`config.mk`:
```
export PLATFORM = sky130hd
export DESIGN_NAME = bus_ready_ctrl
export DESIGN_NICKNAME = d
export VERILOG_FILES = /design/src/rtl/bus_rdy_pkg.sv /design/src/rtl/rdy_wait_counter.sv /design/src/rtl/rdy_cycle_fsm.sv /design/src/rtl/rdy_pad_ctrl.sv /design/src/rtl/bus_ready_ctrl.sv
export SDC_FILE = /design/constraint.sdc
export NUM_CORES = 1
export LEC_CHECK = 0
export CAP_MARGIN = 30
export CORE_AREA = 2 2 43 45
export DETAILED_ROUTE_END_ITERATION = 10
export DIE_AREA = 0 0 45 47
export GPL_ROUTABILITY_DRIVEN = 0
export GPL_TIMING_DRIVEN = 0
export SLEW_MARGIN = 25
export SYNTH_ARGS = -nofsm -noshare
export SYNTH_HDL_FRONTEND = slang
export SYNTH_SLANG_ARGS = --single-unit
```
`constraint.sdc`:
```
create_clock -name clk -period 2.2 [get_ports clk]
set_input_delay 0.22 -clock clk [delete_from_list [all_inputs] [get_ports clk]]
set_output_delay 0.22 -clock clk [all_outputs]
set_load 0.01 [all_outputs]
```
`src/rtl/bus_rdy_pkg.sv`:
```
`timescale 1ns/1ps
// Package: shared termination-mode encoding for the ready controller.
// Assumes: every module of the block imports this package.
package bus_rdy_pkg;
    typedef enum logic [1:0] {
        TERM_PIN    = 2'd0,   // external ready line ends the cycle
        TERM_PERIPH = 2'd1,   // on-chip peripheral ready ends the cycle
        TERM_COUNT  = 2'd2,   // wait-state countdown alone ends the cycle
        TERM_BOTH   = 2'd3    // countdown, then external ready line
    } term_mode_t;

    // True when the chip itself generates the ending ready.
    function automatic logic is_local(input term_mode_t m);
        return (m == TERM_PERIPH) || (m == TERM_COUNT);
    endfunction
endpackage

```
`src/rtl/rdy_wait_counter.sv`:
```
`timescale 1ns/1ps
// Module: rdy_wait_counter
// Counts down the wait states of a chip-select region. It loads at the
// start edge of a cycle, and then decrements once per clock while the cycle
// is open until it reaches zero, where it holds.
// Assumes: load and run are never both needed in the same clock.
module rdy_wait_counter #(
    parameter int CNT_W = 5
) (
    input  logic             clk,
    input  logic             rst_n,
    input  logic             load,
    input  logic [CNT_W-1:0] load_val,
    input  logic             run,
    output logic             expired
);
    logic [CNT_W-1:0] cnt_q;

    // Load on cycle start, else count down while the cycle is open.
    always_ff @(posedge clk) begin
        if (!rst_n) begin
            cnt_q <= '0;
        end else if (load) begin
            cnt_q <= load_val;
        end else if (run && (cnt_q != '0)) begin
            cnt_q <= cnt_q - 1'b1;
        end
    end

    // Zero detect for the termination logic.
    always_comb begin
        expired = (cnt_q == '0);
    end
endmodule

```
`src/rtl/rdy_cycle_fsm.sv`:
```
`timescale 1ns/1ps
// Module: rdy_cycle_fsm
// Tracks whether a bus cycle is open and which source ends it. It picks the
// source at the start edge, with the peripheral taking priority over a
// chip-select region, and then raises the done pulse when that source fires.
// Assumes: attributes are valid in the same clock as the start strobe.
module rdy_cycle_fsm
    import bus_rdy_pkg::*;
(
    input  logic       clk,
    input  logic       rst_n,
    input  logic       start,
    input  logic       sel_internal,
    input  logic       sel_cs,
    input  logic       sel_ext,
    input  logic       periph_rdy,
    input  logic       pin_rdy_n,
    input  logic       count_zero,
    output logic       busy,
    output logic       load_cnt,
    output term_mode_t mode,
    output logic       done,
    output logic       local_end
);
    term_mode_t next_mode;
    logic       term_hit;

    // Choose the termination source for a new cycle.
    always_comb begin
        if (sel_internal) begin
            next_mode = TERM_PERIPH;
        end else if (sel_cs) begin
            next_mode = sel_ext ? TERM_BOTH : TERM_COUNT;
        end else begin
            next_mode = TERM_PIN;
        end
    end

    // A new cycle is accepted only when none is open.
    always_comb begin
        load_cnt = start && !busy;
    end

    // Evaluate the selected source; the pin is ignored in local modes.
    always_comb begin
        unique case (mode)
            TERM_PIN:    term_hit = !pin_rdy_n;
            TERM_PERIPH: term_hit = periph_rdy;
            TERM_COUNT:  term_hit = count_zero;
            TERM_BOTH:   term_hit = count_zero && !pin_rdy_n;
            default:     term_hit = 1'b0;
        endcase
        done      = busy && term_hit;
        local_end = done && is_local(mode);
    end

    // Open on accepted start, close after the terminating clock.
    always_ff @(posedge clk) begin
        if (!rst_n) begin
            busy <= 1'b0;
            mode <= TERM_PIN;
        end else if (load_cnt) begin
            busy <= 1'b1;
            mode <= next_mode;
        end else if (done) begin
            busy <= 1'b0;
        end
    end
endmodule

```
`src/rtl/rdy_pad_ctrl.sv`:
```
`timescale 1ns/1ps
// Module: rdy_pad_ctrl
// Produces the local-access indicator and the ready pad controls. The
// indicator is low for the whole of a cycle that ends inside the chip. The
// pad buffer follows it, and the pad drives low in the terminating clock.
// Assumes: busy and mode come from registers, so all outputs are clean.
module rdy_pad_ctrl
    import bus_rdy_pkg::*;
(
    input  logic       busy,
    input  term_mode_t mode,
    input  logic       local_end,
    output logic       lba_n,
    output logic       oe_n,
    output logic       drive_n
);
    // Indicator, buffer enable and driven level, all active low.
    always_comb begin
        lba_n   = !(busy && is_local(mode));
        oe_n    = lba_n;
        drive_n = !local_end;
    end
endmodule

```
`src/rtl/bus_ready_ctrl.sv`:
```
`timescale 1ns/1ps
// Module: bus_ready_ctrl (top)
// Ends each bus cycle on the external ready line, the on-chip peripheral
// ready or the chip-select wait-state countdown. It also controls the
// direction of the shared ready line through the local-access indicator.
// Assumes: WAIT_W wide wait counts; the start strobe is a single clock.
module bus_ready_ctrl #(
    parameter int WAIT_W = 5
) (
    input  logic              clk,
    input  logic              rst_n,
    input  logic              cyc_start,
    input  logic              cyc_internal,
    input  logic              cs_hit,
    input  logic [WAIT_W-1:0] cs_wait,
    input  logic              cs_ext,
    input  logic              periph_rdy,
    input  logic              rdy_in_n,
    output logic              cyc_done,
    output logic              lba_n,
    output logic              rdy_oe_n,
    output logic              rdy_out_n
);
    import bus_rdy_pkg::*;

    logic       busy;
    logic       load_cnt;
    logic       count_zero;
    logic       local_end;
    term_mode_t mode;

    rdy_cycle_fsm u_fsm (
        .clk          (clk),
        .rst_n        (rst_n),
        .start        (cyc_start),
        .sel_internal (cyc_internal),
        .sel_cs       (cs_hit),
        .sel_ext      (cs_ext),
        .periph_rdy   (periph_rdy),
        .pin_rdy_n    (rdy_in_n),
        .count_zero   (count_zero),
        .busy         (busy),
        .load_cnt     (load_cnt),
        .mode         (mode),
        .done         (cyc_done),
        .local_end    (local_end)
    );

    rdy_wait_counter #(.CNT_W(WAIT_W)) u_cnt (
        .clk      (clk),
        .rst_n    (rst_n),
        .load     (load_cnt),
        .load_val (cs_wait),
        .run      (busy),
        .expired  (count_zero)
    );

    rdy_pad_ctrl u_pad (
        .busy      (busy),
        .mode      (mode),
        .local_end (local_end),
        .lba_n     (lba_n),
        .oe_n      (rdy_oe_n),
        .drive_n   (rdy_out_n)
    );
endmodule

```
Word-level counts from Yosys, hierarchy flattened

Index checks and enable logic that the tools add are counted.

Equality and inequality tests: 3
Shifts and indexed selects: 0
Bitwise gates (word level): 0
Multiply operators: 0
$add $sub $neg: 1
$lt $le $gt $ge: 0
Reductions and logical operators: 16
Multiplexer cells: 8
Divide/modulo/power cells: 0

Operators by type and width:

| kind                                                 | number |
|---|---|
| two-way mux 5 bit                                    | 2 |
| logical AND 1 bit                                    | 6 |
| zero test 5 bit                                      | 1 |
| nonzero test 5 bit                                   | 1 |
| subtractor 5 x 1 -> 5 bit (second input constant)    | 1 |
| equality test 2 bit (second input constant)          | 2 |
| zero test 1 bit                                      | 4 |
| two-way mux 2 bit                                    | 2 |
| one-hot mux 1 bit (4 select lines)                   | 1 |
| nonzero test 2 bit                                   | 2 |
| two-way mux 1 bit                                    | 3 |
| equality test 2 x 1 -> 1 bit (second input constant) | 1 |
| zero test 2 bit                                      | 1 |
| logical OR 1 bit                                     | 1 |

RAM bits: 0
Output and inout port bits: 4
Memories: 0
Bits in latches: 0
Bits in read-only memories: 0
Register bits: 8

Longest topological paths before layout

Gate-level depths: netlist (run 1).

Depth after elaboration: 6
Depth in mapped cells: 6

By module

A second synthesis (run 1) with hierarchy kept.

Cell total of the unflattened synthesis: 66
Area, all modules: 554.3 sq um

Modules (own cells, without submodules):

| module           | instances | cells an instance | area an instance (sq um) |
|---|---|---|---|
| rdy_wait_counter | 1         | 37                | 299.0 |
| rdy_cycle_fsm    | 1         | 25                | 231.5 |
| rdy_pad_ctrl     | 1         | 4                 | 23.8 |

Least setup slack after synthesis (run 1)

No wires, ideal clock.

Kind: register to output
From: reg u_cnt.cnt_q[0]
To: out cyc_done
Arrival: 1526 ps
Data required time: 1980 ps
Setup slack: 454 ps
Stages on the path, launching flop included: 7
Cells stage by stage: dfxtp_1 -> inv_1 -> ha_1 -> or4b_1 -> buf_2 -> o221ai_1 -> o21a_1

Word-level cells in the longest chain between the ends: 4

Ends and longest elaborated chain:

| what                                   | RTL line               | source |
|---|---|---|
| from (decl)                            | rdy_wait_counter.sv:17 | `logic [CNT_W-1:0] cnt_q;` |
| from (signal assigned)                 | rdy_wait_counter.sv:24 | `cnt_q <= load_val;` |
| from (signal assigned)                 | rdy_wait_counter.sv:26 | `cnt_q <= cnt_q - 1'b1;` |
| zero test 5 bit (*)                    | rdy_wait_counter.sv:32 | `expired = (cnt_q == '0);` |
| logical AND 1 bit                      | rdy_cycle_fsm.sv:50    | `TERM_BOTH: term_hit = count_zero && !pin_rdy_n;` |
| one-hot mux 1 bit (4 select lines) (*) | rdy_cycle_fsm.sv:46    | `unique case (mode)` |
| logical AND 1 bit (*)                  | rdy_cycle_fsm.sv:53    | `done = busy && term_hit;` |
| to (decl)                              | bus_ready_ctrl.sv:19   | `output logic cyc_done,` |

Mark *: on every way between the ends. The rest lies on a longest branch, timed or not.

Final worst setup path (run 1)

From: reg u_cnt.cnt_q[1]
To: out rdy_out_n

Word-level cells in the longest chain between the ends: 6

Ends and longest elaborated chain:

| what                                   | RTL line               | source |
|---|---|---|
| zero test 5 bit (*)                    | rdy_wait_counter.sv:32 |  |
| logical AND 1 bit                      | rdy_cycle_fsm.sv:50    |  |
| one-hot mux 1 bit (4 select lines) (*) | rdy_cycle_fsm.sv:46    |  |
| logical AND 1 bit (*)                  | rdy_cycle_fsm.sv:53    |  |
| logical AND 1 bit (*)                  | rdy_cycle_fsm.sv:54    | `local_end = done && is_local(mode);` |
| zero test 1 bit (*)                    | rdy_pad_ctrl.sv:21     | `drive_n = !local_end;` |
| to (decl)                              | bus_ready_ctrl.sv:22   | `output logic rdy_out_n` |

Marked as above.

==> results.md, run 1 <==
- Worst skew pair latency: 270 ps
- Setup WS post-layout: 74.3 ps
- Area added between synthesis and finish: 43.6%
- Peak Freq: 470 MHz
- Buffers on Ports: 16
- Vias per std cell: 5.56
- Final-report setup violation count: 0
- Crit Path Max Fanout: 4
- CP bufs+invs: 2
- Mapped Nets: 87
- H-Tree Depth: 1
- Fill cell count: 172
- Outcome: completed
- Final Hold Violating Endpoints: 0
- Starting Density: 34.8%
- Final period utilization: 96.6%
- Final Max Tran Viols: 0
- Register-to-Register Setup Slack: 470 ps
- Antenna Violating Nets Remaining: 0
- Initial DRT Pass Iterations: 4
- Longest Clk Path Bufs: 2
- GRT Util Overall: 15.6%
- Cts hold-fix bufs: 0
- Critical path type: flop to output pin
- Pin count of the biggest net entering global routing: 11
- Worst setup SP type: flop
- DRC violations left: 0
- Critical path's top delay family: simple AND/OR/NAND/NOR gates
- Die Y: 47 um
- DP HPWL: 999 um
- Initial antenna violation count: 0
- RSZ-0062 raised after global routing: no
- Die area: 2120 sq um
- Rows: 15
- Drt wl/cell: 13.5 um
- Total of max-cap violations: 0
- Ant diodes: 0
- CP cell instances: inv_1 > ha_2 > or4b_4 > o221ai_4 > o21bai_1 > clkdlybuf4s15_2
- Most common cell after layout, fill and taps aside: clkdlybuf4s50_1
- Share of cells above drive strength 1: 19.1%
- Minimum clock period: 2130 ps
- Vias in the first global route: 512
- DRT iter0 DRCs: 6
- First-pass GRT wire length: 2260 um
- CP arrival: 1910 ps
- Clock Skew: 4.21 ps
- Final wirelength: 1440 um
- Syn avg cell area: 8.45 sq um
- CP max stage cell: or4b_4
- Pre-CTS setup slack: -193 ps
- Clock Sinks: 8
- Synthesized flop and latch total: 8
- Cells after Synth: 68
- CP Capture Type: output pin
- Synthesized area: 574 sq um
- Setup_tns: 0 ps
- CTS tree: done
- Vias: 589
- Yosys warning count: 0
- CTS Buf Count: 3
- I/O Pins: 17
- Die width: 45 um
- WP data required: 1980 ps
- Leak: 0.329 nW
- Worst-path clk slew: 50 ps
- Clock root cell: clkbuf_4
- Crit path largest cell delay: 520 ps
- Worst VDD drop: 0.332 mV
- Post-synth cell types: 29
- Sequential share of the synthesized area: 27.9%
- Most frequent cells in the layout: 14 x clkdlybuf4s50_1, 7 x a21oi_1, 6 x nand2_1, 6 x dfxtp_1
- Gr ovfl total: 0
- Worst slew margin: 69.5%
- Slew @ Worst Pin: 457 ps
- Worst min path class: flop to flop
- Final nets: 110
- Core area: 1650 sq um
- Power per cell area: 608 nW/um^2
==> report_power, final <==
group          switching (W)  total, W  internal, W  leakage [nW]
combinational      0.0000910  0.000193     0.000102         0.249
clock              0.0000559  0.000119    0.0000628        0.0138
sequential         0.0000236  0.000190     0.000166        0.0668
==> flip-flops by register name, summed over array words and instances (netlist names) <==
signal	flops
u_cnt.cnt_q	5
u_fsm.busy	1
u_fsm.mode	2
==> cell families (layout without fill, tap and decap cells) <==
kind of cell / Yosys count / after routing / share of synthesized area (%)
buffers and inverters: 10 / 31 / 7.41
AO/OA/AOI/OAI: 21 / 21 / 23.7
adder cells (fa/ha/maj): 6 / 6 / 13.1
multiplexers: 3 / 3 / 5.23
AND/OR/NAND/NOR: 20 / 20 / 22.7
flip-flops: 8 / 8 / 27.9
==> final cells by class <==
class	count	area, sq um	area share, %
clock buffers	3	22.5	2.73
plain buffers	3	15.0	1.82
well taps	17	21.3	2.58
repair buffers	19	179	21.7
multi-input cells	50	402	48.7
flip-flops and latches	8	163	19.7
inverters	6	22.5	2.73
==> cell usage after synthesis <==
library cell	instances	area share, %
dfxtp_1	8	28
a21oi_1	7	6.1
ha_1	6	13
inv_1	6	3.9
nand2_1	6	3.9
o21ai_0	4	3.5
mux2i_1	3	5.2
nand2b_1	3	3.3
a211o_1	2	3.1
clkbuf_1	2	1.3
nor3b_1	2	2.6
o21a_1	2	2.6
a32oi_1	1	1.5
buf_2	1	0.87
buf_4	1	1.3
nand3b_1	1	1.3
nand4_1	1	1.1
nor2b_1	1	1.1
nor3b_2	1	2.2
nor4_1	1	1.1
nor4b_1	1	1.5
o21bai_1	1	1.3
o221ai_1	1	1.5
o22ai_1	1	1.1
o311ai_0	1	1.5
o32ai_1	1	1.5
or3_1	1	1.1
or4b_1	1	1.7
or4b_2	1	1.7
==> routing by layer <==
metal | up-vias | routed length (um) | global-route usage (%) | part of all wire [%]
met4 | 0 | 51 | 14.1 | 3.6
met1 | 272 | 616 | 16.7 | 43
met2 | 19 | 702 | 26.3 | 49
li1 | 293 | - | - | -
met5 | - | 0 | 0 | 0
met3 | 5 | 65 | 2.69 | 4.5
==> worst register-to-register path, cell delays in order, from the launching register on <==
cell     delay (ps)
dfxtp_2         330
inv_1            70
ha_2            170
or4b_4          520
buf_4           180
a211o_1         280
a21oi_1         110
==> repair_timing <==
action,in CTS,in global routing
gates resized for setup,14,3
buffers inserted,3,0
endpoints found under the setup margin,2,2
pin swaps,2,3
==> worst paths after layout <==
kind / cells after the start / end / start
min: 2 / u_cnt.cnt_q[1] / u_cnt.cnt_q[1]
max reg2reg: 6 / u_cnt.cnt_q[0] / u_cnt.cnt_q[1]
min reg2reg: 2 / u_cnt.cnt_q[1] / u_cnt.cnt_q[1]
max: 6 / rdy_out_n / u_cnt.cnt_q[1]
==> stage by stage <==
step	hold WS (ps)	cell area (sq um)	instances	total power (W)	util, %
4_1_cts	484	838	107	0.000516	50.8
3_3_place_gp	481	756	101	0.000352	45.8
3_5_place_dp	489	756	101	0.000354	45.8
5_1_grt	515	825	106	0.000529	49.9
2_1_floorplan	358	574	68	0.000293	-
6_report	478	825	106	0.000501	49.9
No activity file was read; power rests on OpenSTA's default activity.
==> run 2: changes to the inputs <==
GPL_ROUTABILITY_DRIVEN = default   (was 0)
==> results of run 2 <==
The final DEF is identical to that of run 1; final timing and power are the same.
